File: src/rtl/pwx_pkg.sv
package pwx_pkg;

    typedef enum logic [1:0] {
        PIN_FLOAT = 2'd0,
        PIN_LOW   = 2'd1,
        PIN_HIGH  = 2'd2
    } pin_state_e;

    typedef enum logic [1:0] {
        REQ_IDLE = 2'd0,
        REQ_MEM  = 2'd1,
        REQ_CFG  = 2'd2
    } req_state_e;

    localparam logic [3:0] CMD_MEM_RD = 4'h6;
    localparam logic [3:0] CMD_MEM_WR = 4'h7;
    localparam logic [3:0] CMD_CFG_RD = 4'hA;
    localparam logic [3:0] CMD_CFG_WR = 4'hB;

    // control register bit positions
    localparam int CB_FRAG    = 0;
    localparam int CB_CFGSEL  = 1;
    localparam int CB_HI_LSB  = 2;
    localparam int CB_RST_LSB = 4;
    localparam int CB_GNT_LSB = 6;
    localparam int CB_NOCACHE = 12;

    localparam logic [31:0] CTRL_MASK = 32'h0000_10FF;

    function automatic pin_state_e pin_from_mode(input logic [1:0] mode);
        pin_state_e s;
        unique case (mode)
            2'd1:    s = PIN_LOW;
            2'd2:    s = PIN_HIGH;
            default: s = PIN_FLOAT;
        endcase
        return s;
    endfunction

endpackage

File: src/rtl/pwx_ctrl_reg.sv
module pwx_ctrl_reg
    import pwx_pkg::*;
#(
    parameter int REG_W = 32
) (
    input  logic             clk,
    input  logic             rst_n,
    input  logic             we,
    input  logic [REG_W-1:0] wdata,
    output logic [REG_W-1:0] word,
    output logic             cfg_sel,
    output logic [1:0]       hi_bits,
    output logic [1:0]       rst_mode,
    output logic [1:0]       gnt_eff,
    output logic             nocache,
    output logic             frag
);
    localparam logic [REG_W-1:0] KEEP = REG_W'(CTRL_MASK);

    logic [REG_W-1:0] q;

    always_ff @(posedge clk) begin
        if (!rst_n) begin
            q <= '0;
        end else if (we) begin
            q <= wdata & KEEP;
        end
    end

    logic [1:0] gnt_raw;

    always_comb begin
        word     = q;
        cfg_sel  = q[CB_CFGSEL];
        hi_bits  = q[CB_HI_LSB +: 2];
        rst_mode = q[CB_RST_LSB +: 2];
        gnt_raw  = q[CB_GNT_LSB +: 2];
        gnt_eff  = (gnt_raw == 2'd3) ? 2'd0 : gnt_raw;
        nocache  = q[CB_NOCACHE];
        frag     = q[CB_FRAG];
    end
endmodule

File: src/rtl/pwx_pin_fsm.sv
module pwx_pin_fsm
    import pwx_pkg::*;
(
    input  logic       clk,
    input  logic       rst_n,
    input  logic [1:0] mode,
    output logic       pin_oe,
    output logic       pin_lvl
);
    pin_state_e state, next;

    always_comb begin
        next = pin_from_mode(mode);
    end

    always_ff @(posedge clk) begin
        if (!rst_n) begin
            state <= PIN_FLOAT;
        end else begin
            state <= next;
        end
    end

    always_comb begin
        unique case (state)
            PIN_LOW: begin
                pin_oe  = 1'b1;
                pin_lvl = 1'b0;
            end
            PIN_HIGH: begin
                pin_oe  = 1'b1;
                pin_lvl = 1'b1;
            end
            default: begin
                pin_oe  = 1'b0;
                pin_lvl = 1'b0;
            end
        endcase
    end
endmodule

File: src/rtl/pwx_req_fsm.sv
module pwx_req_fsm
    import pwx_pkg::*;
#(
    parameter int          ADDR_W  = 32,
    parameter int          DATA_W  = 32,
    parameter logic [1:0]  WIN_TAG = 2'b10
) (
    input  logic              clk,
    input  logic              rst_n,
    input  logic              in_valid,
    input  logic              in_write,
    input  logic [ADDR_W-1:0] in_addr,
    input  logic [DATA_W-1:0] in_data,
    input  logic              cfg_sel,
    input  logic [1:0]        hi_bits,
    output logic              out_valid,
    output logic [3:0]        out_cmd,
    output logic [ADDR_W-1:0] out_addr,
    output logic [DATA_W-1:0] out_data
);
    localparam int LOW_W = ADDR_W - 2;

    req_state_e        state, next;
    logic              hit;
    logic              wr_q;
    logic [LOW_W-1:0]  low_q;
    logic [1:0]        hi_q;
    logic [DATA_W-1:0] data_q;

    always_comb begin
        hit = in_valid && (in_addr[ADDR_W-1 -: 2] == WIN_TAG);
        if (!hit) begin
            next = REQ_IDLE;
        end else if (cfg_sel) begin
            next = REQ_CFG;
        end else begin
            next = REQ_MEM;
        end
    end

    always_ff @(posedge clk) begin
        if (!rst_n) begin
            state  <= REQ_IDLE;
            wr_q   <= 1'b0;
            low_q  <= '0;
            hi_q   <= '0;
            data_q <= '0;
        end else begin
            state <= next;
            if (hit) begin
                wr_q   <= in_write;
                low_q  <= in_addr[LOW_W-1:0];
                hi_q   <= hi_bits;
                data_q <= in_data;
            end
        end
    end

    always_comb begin
        out_addr = {hi_q, low_q};
        out_data = data_q;
        unique case (state)
            REQ_MEM: begin
                out_valid = 1'b1;
                out_cmd   = wr_q ? CMD_MEM_WR : CMD_MEM_RD;
            end
            REQ_CFG: begin
                out_valid = 1'b1;
                out_cmd   = wr_q ? CMD_CFG_WR : CMD_CFG_RD;
            end
            default: begin
                out_valid = 1'b0;
                out_cmd   = 4'h0;
            end
        endcase
    end
endmodule

File: src/rtl/pci_window_xlat.sv
module pci_window_xlat
    import pwx_pkg::*;
#(
    parameter int ADDR_W = 32,
    parameter int DATA_W = 32
) (
    input  logic              clk,
    input  logic              rst_n,
    input  logic              cpu_valid,
    input  logic              cpu_write,
    input  logic [ADDR_W-1:0] cpu_addr,
    input  logic [DATA_W-1:0] cpu_wdata,
    input  logic              ctrl_we,
    input  logic [31:0]       ctrl_wdata,
    output logic              req_valid,
    output logic [3:0]        req_cmd,
    output logic [ADDR_W-1:0] req_addr,
    output logic [DATA_W-1:0] req_data,
    output logic              prst_oe,
    output logic              prst_out,
    output logic [1:0]        grant_mode,
    output logic              cache_off,
    output logic              frag_tx_en,
    output logic [31:0]       ctrl_word
);
    logic       cfg_sel;
    logic [1:0] hi_bits;
    logic [1:0] rst_mode;

    pwx_ctrl_reg #(.REG_W(32)) u_ctrl (
        .clk      (clk),
        .rst_n    (rst_n),
        .we       (ctrl_we),
        .wdata    (ctrl_wdata),
        .word     (ctrl_word),
        .cfg_sel  (cfg_sel),
        .hi_bits  (hi_bits),
        .rst_mode (rst_mode),
        .gnt_eff  (grant_mode),
        .nocache  (cache_off),
        .frag     (frag_tx_en)
    );

    pwx_req_fsm #(.ADDR_W(ADDR_W), .DATA_W(DATA_W), .WIN_TAG(2'b10)) u_req (
        .clk       (clk),
        .rst_n     (rst_n),
        .in_valid  (cpu_valid),
        .in_write  (cpu_write),
        .in_addr   (cpu_addr),
        .in_data   (cpu_wdata),
        .cfg_sel   (cfg_sel),
        .hi_bits   (hi_bits),
        .out_valid (req_valid),
        .out_cmd   (req_cmd),
        .out_addr  (req_addr),
        .out_data  (req_data)
    );

    pwx_pin_fsm u_pin (
        .clk     (clk),
        .rst_n   (rst_n),
        .mode    (rst_mode),
        .pin_oe  (prst_oe),
        .pin_lvl (prst_out)
    );
endmodule

File: config.mk
export PLATFORM = sky130hd
export DESIGN_NAME = pci_window_xlat
export DESIGN_NICKNAME = d
export VERILOG_FILES = /design/src/rtl/pwx_pkg.sv /design/src/rtl/pwx_ctrl_reg.sv /design/src/rtl/pwx_pin_fsm.sv /design/src/rtl/pwx_req_fsm.sv /design/src/rtl/pci_window_xlat.sv
export SDC_FILE = /design/constraint.sdc
export NUM_CORES = 1
export LEC_CHECK = 0
export BUFFER_PORTS_ARGS = -buffer_cell sky130_fd_sc_hd__clkbuf_2
export CAP_MARGIN = 10
export CORE_ASPECT_RATIO = 1.1
export CORE_UTILIZATION = 39
export DETAILED_ROUTE_END_ITERATION = 10
export PLACE_DENSITY = 0.87
export RECOVER_POWER = 25
export SYNTH_ARGS = -nofsm -noshare
export SYNTH_HDL_FRONTEND = slang
export SYNTH_SLANG_ARGS = --single-unit
File: constraint.sdc
create_clock -name clk -period 0.8 [get_ports clk]
set_input_delay 0 -clock clk [delete_from_list [all_inputs] [get_ports clk]]
set_output_delay 0 -clock clk [all_outputs]
set_load 0.03 [all_outputs]
==> insert_results.sql, run 1 <==
INSERT INTO impl_metrics (metric_group, metric, value, unit) VALUES
('run_status', 'outcome', 'complete, but fails checks', ''),
('run_status', 'failed_checks', 'setup timing', ''),
('grt', 'grt_overflow', '0', ''),
('hold_path', 'timing.hold.worst.class', 'input port to flop', ''),
('sta', 'final_hold_viol_count', '0', ''),
('synth', 'synth.yosys.warnings', '0', ''),
('final_layout', 'syn_to_final_growth', '92.16', '%'),
('critical_path', 'rr_startpoint', 'u_req.low_q[29]$_SDFFE_PN0P_', ''),
('routing', 'vias_per_cell', '4.757', ''),
('final_layout', 'nFillCells', '496', ''),
('synth', 'synthesis.instances', '364', ''),
('synth', 'synth.yosys.seq_area_share', '46.57', '%'),
('critical_path', 'crit_start', 'u_req.state[0]$_SDFF_PN0_', ''),
('pwr', 'static-leakage-power', '2.926', 'nW'),
('floorplan', 'site_rows', '35', ''),
('critical_path', 'startpoint_type_of_the_worst_setup_path', 'flop', ''),
('floorplan', 'core', '0.008364', 'mm²'),
('routing', 'routedWlPerCell', '16.40', 'µm'),
('sta', 'final_setup_viols', '86', ''),
('critical_path', 'r2r-end', 'u_req.low_q[29]$_SDFFE_PN0P_', ''),
('synth', 'synth-seq-cells', '78', ''),
('clock_tree', 'htree_num_levels', '3', ''),
('final_layout', 'fin_nets', '743', ''),
('synth', 'mappedNetlistArea', '0.003353', 'mm²'),
('sta', 'fmax', '0.7431', 'GHz'),
('place', 'place.port_buffers', '161', ''),
('floorplan', 'floorplan.die.height', '99.25', 'µm'),
('clock_tree', 'clockBufferDepth', '2', ''),
('clock_tree', 'clkSlewWorstSetupHoldPaths', '0.08', 'ns'),
('pwr', 'p_per_area', '1384', 'mW/mm²'),
('sta', 'slew_violations', '0', ''),
('job', 'max_capacitance_violation_total', '0', ''),
('floorplan', 'start_util', '40.09', '%'),
('floorplan', 'floorplan.io_pins', '208', ''),
('critical_path', 'timing.setup.critical_path_class', 'flop to primary output', ''),
('floorplan', 'die_area', '0.008973', 'mm²'),
('sta', 'layout_min_cycle_time', '1.346', 'ns'),
('clock_tree', 'insertion_delay', '0.34', 'ns'),
('clock_tree', 'cts.root.buffer_cell', 'clkbuf_8', ''),
('grt', 'track_usage', '25.65', '%'),
('critical_path', 'cp.required', '0.80', 'ns'),
('critical_path', 'worstRegToRegCells', '4', ''),
('routing', 'post-route-drc-count', '0', ''),
('place', 'placedCellCount', '621', ''),
('sta', 'worst_clock_skew', '0.005148', 'ns'),
('clock_tree', 'cts_inserted_buffers', '9', ''),
('routing', 'post_route_antenna_net_violation_count', '0', ''),
('routing', 'finalWirelength', '12350', 'µm'),
('routing', 'drt_iter0_markers', '99', ''),
('final_layout', 'insertedDiodeCount', '0', ''),
('place', 'dp_hpwl', '5756', 'µm'),
('sta', 'grt_setup_unrepaired', 'true', ''),
('pwr', 'power.ir.vdd_worst', '867.0', 'µV'),
('place', 'gp_routability_congestion', '0.7761', ''),
('final_layout', 'finalNonFillerCells', '753', ''),
('critical_path', 'worst_ep_arrival_time', '1.35', 'ns'),
('synth', 'synth.distinct_cells', '19', ''),
('grt', 'first_pass_grt_wire_length', '17930', 'µm'),
('routing', 'first_pass_iters', '4', ''),
('critical_path', 'crit_path_end_kind', 'primary output', ''),
('routing', 'routed-via-count', '3582', ''),
('critical_path', 'timing.critical_path.fanout_max', '3', ''),
('final_layout', 'post_route_cells_drive_above_1_share', '50.47', '%'),
('critical_path', 'cp-endpoint', 'req_cmd[0]', ''),
('sta', 'setup_ws', '-0.5456', 'ns'),
('grt', 'first_global_vias', '3771', ''),
('floorplan', 'die_width', '90.41', 'µm'),
('sta', 'post-route-period-util', '168.2', '%'),
('clock_tree', 'clkSinkCount', '78', ''),
('synth', 'mean_instance_size_in_the_synthesized_netlist', '9.212', 'µm²'),
('grt', 'grt_antenna_before_repair', '0', ''),
('pwr', 'power', '8.919', 'mW'),
('critical_path', 'worst-r2r-setup-slack', '-0.04', 'ns'),
('clock_tree', 'cts_tree', 'done', ''),
('grt', 'maximum_number_of_pins_on_one_net_before_global_route_repair', '37', '');
synthesized netlist by cell type (all sizes together):
| cell type | instances | area [µm²] |
|---|---|---|
| and3b | 2 | 17.52 |
| buf | 37 | 299.0 |
| clkbuf | 15 | 57.55 |
| conb | 1 | 3.750 |
| dfxtp | 78 | 1562 |
| ha | 5 | 62.56 |
| inv | 5 | 18.77 |
| mux2i | 74 | 740.7 |
| nand2 | 131 | 491.7 |
| nand3 | 1 | 5.000 |
| nor2 | 1 | 3.750 |
| nor2b | 11 | 68.82 |
| nor3 | 1 | 5.000 |
| nor3b | 1 | 7.510 |
| o211a | 1 | 10.01 |
through the flow:
| stage | util (%) | area (µm²) | setup TNS, ns | worst slack [ns] | hold WS, ns |
|---|---|---|---|---|---|
| after floorplan | - | 3501 | -1.877 | -0.08295 | 0.06869 |
| after global placement | 50.83 | 4252 | -9.689 | -0.2010 | 0.2290 |
| after detailed placement | 50.83 | 4252 | -11.79 | -0.2260 | 0.2376 |
| after CTS | 73.52 | 6150 | -7.028 | -0.5748 | 0.02775 |
| after global routing | 77.04 | 6444 | -8.958 | -0.5965 | 0.04535 |
| final | 77.04 | 6444 | -5.119 | -0.5456 | 0.05068 |
worst min path at each step:
stage                                            to  cells after the start     startpoint  slack [ns]
floorplan                 u_req.state[1]$_SDFF_PN0_                      1   cpu_addr[30]        0.07
global placement     u_req.out_data[7]$_SDFFE_PN0P_                      3   cpu_wdata[7]        0.23
detailed placement  u_req.out_data[21]$_SDFFE_PN0P_                      3  cpu_wdata[21]        0.24
CTS                    u_req.low_q[11]$_SDFFE_PN0P_                      3          rst_n        0.03
global route           u_req.low_q[11]$_SDFFE_PN0P_                      3          rst_n        0.05
finish                 u_req.low_q[11]$_SDFFE_PN0P_                      3          rst_n        0.05
metal layers:
| metal | track usage (%) | up-vias | part of all wire (%) |
|---|---|---|---|
| li1 | - | 1653 | - |
| met1 | 23.51 | 1686 | 33 |
| met2 | 51.20 | 181 | 56 |
| met3 | 6.193 | 62 | 5.1 |
| met4 | 14.52 | 0 | 5.4 |
| met5 | 0 | - | 0 |
where the power goes:
part           total [mW]  switching [mW]  internal, mW
clock                2.56            1.44          1.12
combinational        2.17            1.06          1.11
sequential           4.19           0.153          4.04
total                8.92            2.65          6.27
state kept, by name, summed over array words and instances (netlist names):
| signal | cells |
|---|---|
| u_req.out_data | 32 |
| u_req.low_q | 30 |
| u_ctrl.word | 9 |
| u_pin.state | 2 |
| u_req.hi_q | 2 |
| u_req.state | 2 |
| u_req.wr_q | 1 |
worst max-delay path, stage by stage (launching register included):
cell and delay (ns):
dfxtp_4 0.38, inv_4 0.05, ha_4 0.28, inv_6 0.03, o211a_4 0.13, buf_8 0.13
area by class of cell:
class	instances	area [µm²]	share of cell area, %
clock buffer	10	127.6	1.981
clock inverter	6	38.79	0.6019
inverter	5	26.28	0.4078
multi-input combinational	251	1580	24.52
sequential	78	1670	25.92
tap	111	138.9	2.155
timing repair buffer	292	2861	44.41
placed cells by master (no fill, tap or decap), drive strengths merged:
cell,n
conb,23
nand2,131
dfxtp,78
clkbuf,88
nor3,1
nor2b,11
ha,5
nor2,1
dlygate4sd3,75
nor3b,1
nand3,1
inv,5
clkinv,4
clkinvlp,2
buf,139
and3b,2
o211a,1
mux2i,74
cells by family after synthesis:
kind of cell	Yosys count	synth area share (%)
and+or+nand+nor	148	17.87
DFF	78	46.57
muxes	74	22.09
buffers and inverters	57	11.19
adders and majority gates	5	1.866
AOI/OAI and AO/OA	1	0.2985
other	1	0.1118
timing repair:
| action | in CTS | in global routing |
|---|---|---|
| endpoints found under the hold margin | 74 | 0 |
| resized for setup | 247 | 100 |
| cloned | 0 | 0 |
| buffers inserted | 19 | 22 |
| hold buffers | 75 | 0 |
| pin swaps | 2 | 2 |
| endpoints found under the setup margin | 84 | 86 |
Note: power is estimated with default switching activity, not from simulation.
==> inputs of run 2 (changes only) <==
--- a/config.mk
+++ b/config.mk
@@ -8,9 +8,9 @@
 export BUFFER_PORTS_ARGS = -buffer_cell sky130_fd_sc_hd__clkbuf_2
 export CAP_MARGIN = 10
 export CORE_ASPECT_RATIO = 1.1
-export CORE_UTILIZATION = 39
+export CORE_UTILIZATION = 43
 export DETAILED_ROUTE_END_ITERATION = 10
-export PLACE_DENSITY = 0.87
+export PLACE_DENSITY = 0.9
 export RECOVER_POWER = 25
 export SYNTH_ARGS = -nofsm -noshare
 export SYNTH_HDL_FRONTEND = slang
==> constraint.sdc (replaced) <==
create_clock -name clk -period 1.3 [get_ports clk]
set_input_delay 0 -clock clk [delete_from_list [all_inputs] [get_ports clk]]
set_output_delay 0 -clock clk [all_outputs]
set_load 0.03 [all_outputs]
==> run 2 against run 1 <==
Critical endpoint unchanged. Largest power group unchanged. Register-to-register slack better by 0.10 ns. Routed wire length shrank 25%. The run still ends with setup timing left. Sequential power is 40% lower.
==> insert_results.sql, run 2 (same netlist as run 1, synthesis figures left out) <==
INSERT INTO impl_metrics (metric_group, metric, value, unit) VALUES
('run_status', 'outcome', 'complete, but fails checks', ''),
('run_status', 'failed_checks', 'setup timing', ''),
('pwr', 'clkPwrFrac', '32.2', '%'),
('final_layout', 'insertedDiodeCount', '0', ''),
('routing', 'vias_per_cell', '4.559', ''),
('clock_tree', 'cts.root.buffer_cell', 'clkbuf_8', ''),
('pwr', 'p_int', '3.751', 'mW'),
('floorplan', 'die_width', '86.20', 'µm'),
('floorplan', 'floorplan.die.height', '94.62', 'µm'),
('sta', 'worst_clock_skew', '0.007447', 'ns'),
('critical_path', 'timing.critical_path.fanout_max', '3', ''),
('critical_path', 'worst_ep_arrival_time', '1.35', 'ns'),
('final_layout', 'post_route_cells_drive_above_1_share', '27.82', '%'),
('final_layout', 'fin_util', '67.70', '%'),
('clock_tree', 'clkSinkCount', '78', ''),
('sta', 'grt_setup_unrepaired', 'true', ''),
('pwr', 'power_frac_seq', '48.5', '%'),
('final_layout', 'seq_area', '0.001567', 'mm²'),
('final_layout', 'final_design_area_no_fill', '0.005087', 'mm²'),
('clock_tree', 'cts_tree', 'done', ''),
('sta', 'finalHoldWorstSlack', '0.04506', 'ns'),
('floorplan', 'die_area', '0.008155', 'mm²'),
('floorplan', 'site_rows', '33', ''),
('sta', 'post-route-period-util', '103.8', '%'),
('grt', 'first_pass_grt_wire_length', '14280', 'µm'),
('sta', 'setup_ws', '-0.04972', 'ns'),
('final_layout', 'nFillCells', '560', ''),
('routing', 'post_route_antenna_net_violation_count', '0', ''),
('routing', 'post-route-drc-count', '0', ''),
('pwr', 'power', '5.213', 'mW'),
('critical_path', 'cp.required', '1.30', 'ns'),
('final_layout', 'fin_nets', '696', ''),
('pwr', 'power_switching', '1.462', 'mW'),
('clock_tree', 'insertion_delay', '0.34', 'ns'),
('sta', 'slew_violations', '0', ''),
('critical_path', 'timing.setup.critical_path_class', 'flop to primary output', ''),
('critical_path', 'crit_path_end_kind', 'primary output', ''),
('critical_path', 'startpoint_type_of_the_worst_setup_path', 'flop', ''),
('clock_tree', 'cts_inserted_buffers', '9', ''),
('place', 'placed_cell_area', '0.004118', 'mm²'),
('critical_path', 'worstRegToRegCells', '2', ''),
('sta', 'final_setup_viols', '1', ''),
('floorplan', 'floorplan.io_pins', '208', ''),
('clock_tree', 'clkSlewWorstSetupHoldPaths', '0.08', 'ns'),
('floorplan', 'start_util', '44.62', '%'),
('grt', 'grt_overflow', '0', ''),
('place', 'gp_routability_congestion', '0.7616', ''),
('sta', 'final_hold_viol_count', '0', ''),
('final_layout', 'final_cell_mix', 'clkbuf_2 (132), nand2_1 (131), dlygate4sd3_1 (76), dfxtp_1 (76), mux2i_1 (74)', ''),
('routing', 'first_pass_iters', '4', ''),
('pwr', 'power.ir.vdd_worst', '650.6', 'µV'),
('place', 'place.port_buffers', '161', ''),
('grt', 'grt_antenna_before_repair', '0', ''),
('final_layout', 'mostFrequentLayoutCell', 'clkbuf_2', ''),
('place', 'dp_hpwl', '5642', 'µm'),
('pwr', 'p_per_area', '1025', 'mW/mm²'),
('grt', 'track_usage', '22.81', '%'),
('pwr', 'switching_share', '28.04', '%'),
('hold_path', 'timing.hold.worst_path_depth', '3', ''),
('routing', 'routed-via-count', '3182', ''),
('hold_path', 'timing.hold.worst.class', 'input port to flop', ''),
('grt', 'first_global_vias', '3113', ''),
('routing', 'finalWirelength', '9311', 'µm'),
('final_layout', 'largest_reg_flops', '32', ''),
('floorplan', 'core', '0.007515', 'mm²'),
('final_layout', 'multiInputGateArea', '0.001533', 'mm²'),
('job', 'max_capacitance_violation_total', '0', ''),
('sta', 'fmax', '0.7409', 'GHz'),
('routing', 'drt_iter0_markers', '93', ''),
('pwr', 'static-leakage-power', '2.341', 'nW'),
('final_layout', 'syn_to_final_growth', '51.72', '%'),
('grt', 'maximum_number_of_pins_on_one_net_before_global_route_repair', '70', ''),
('pwr', 'p_comb_share', '19.2', '%'),
('place', 'post-place-ws', '0.1505', 'ns'),
('routing', 'routedWlPerCell', '13.34', 'µm'),
('clock_tree', 'htree_num_levels', '3', ''),
('sta', 'layout_min_cycle_time', '1.350', 'ns'),
('clock_tree', 'clockBufferDepth', '2', '');
## run 2: changes by cell type in the layout (fill, tap and decap cells not counted), sizes merged
cell / delta
bufinv: +1
clkinv: -1
dlygate4sd3: +1
clkinvlp: -1
buf: -129
clkbuf: +80
## run 2: power groups by stage
stage | Clock, mW | Sequential (mW) | Combinational, mW
after floorplan | 0 | 2.74 | 0.449
after global placement | 0 | 2.58 | 0.787
after detailed placement | 0 | 2.58 | 0.809
after CTS | 1.73 | 2.53 | 0.993
after global routing | 1.84 | 2.54 | 1.07
final | 1.68 | 2.53 | 1.00
## run 2: final timing paths
kind / slack, ns / start / end
worst min register to register: 0.46 / u_req.out_data[22]$_SDFFE_PN0P_ / u_req.out_data[22]$_SDFFE_PN0P_
worst max-delay path: -0.05 / u_req.state[0]$_SDFF_PN0_ / req_cmd[0]
worst min-delay path: 0.05 / rst_n / u_req.out_data[24]$_SDFFE_PN0P_
worst max register to register: 0.06 / u_ctrl.word[1]$_SDFFE_PN0P_ / u_req.state[1]$_SDFF_PN0_
## run 2: per-stage QoR
| step | instances | setup TNS (ns) |
|---|---|---|
| 3_5_place_dp | 606 | 0 |
| 5_1_grt | 698 | -0.1727 |
| 4_1_cts | 698 | -0.02406 |
| 6_report | 698 | -0.04972 |
| 2_1_floorplan | 386 | 0 |
| 3_3_place_gp | 606 | 0 |
## run 2: layer usage
metal | up-vias | GRT usage, % | part of all wire (%)
met4 | 0 | 9.722 | 2.6
met5 | - | 0 | 0
li1 | 1562 | - | -
met2 | 140 | 44.91 | 54
met1 | 1456 | 21.32 | 37
met3 | 24 | 7.343 | 6.3
## run 2: area by class of cell
| class | instances | area share (%) |
|---|---|---|
| inverters | 5 | 0.4181 |
| repair buffers | 245 | 32.61 |
| well taps | 105 | 2.582 |
| clock buffers | 9 | 2.435 |
| clock inverters | 5 | 1.033 |
| flip-flops and latches | 78 | 30.79 |
| multi-input cells | 251 | 30.13 |
## run 2: critical path, stage by stage, from the launching register on
cell     delay (ns)
dfxtp_2        0.36
inv_2          0.06
ha_4           0.27
inv_4          0.04
o211a_1        0.14
buf_8          0.14
## run 2: what timing repair did
item	CTS	global route
hold endpoints to repair	74	0
pin swaps	2	0
hold buffers	76	0
gates resized for setup	12	3
setup buffers	2	0
setup endpoints to repair	3	2
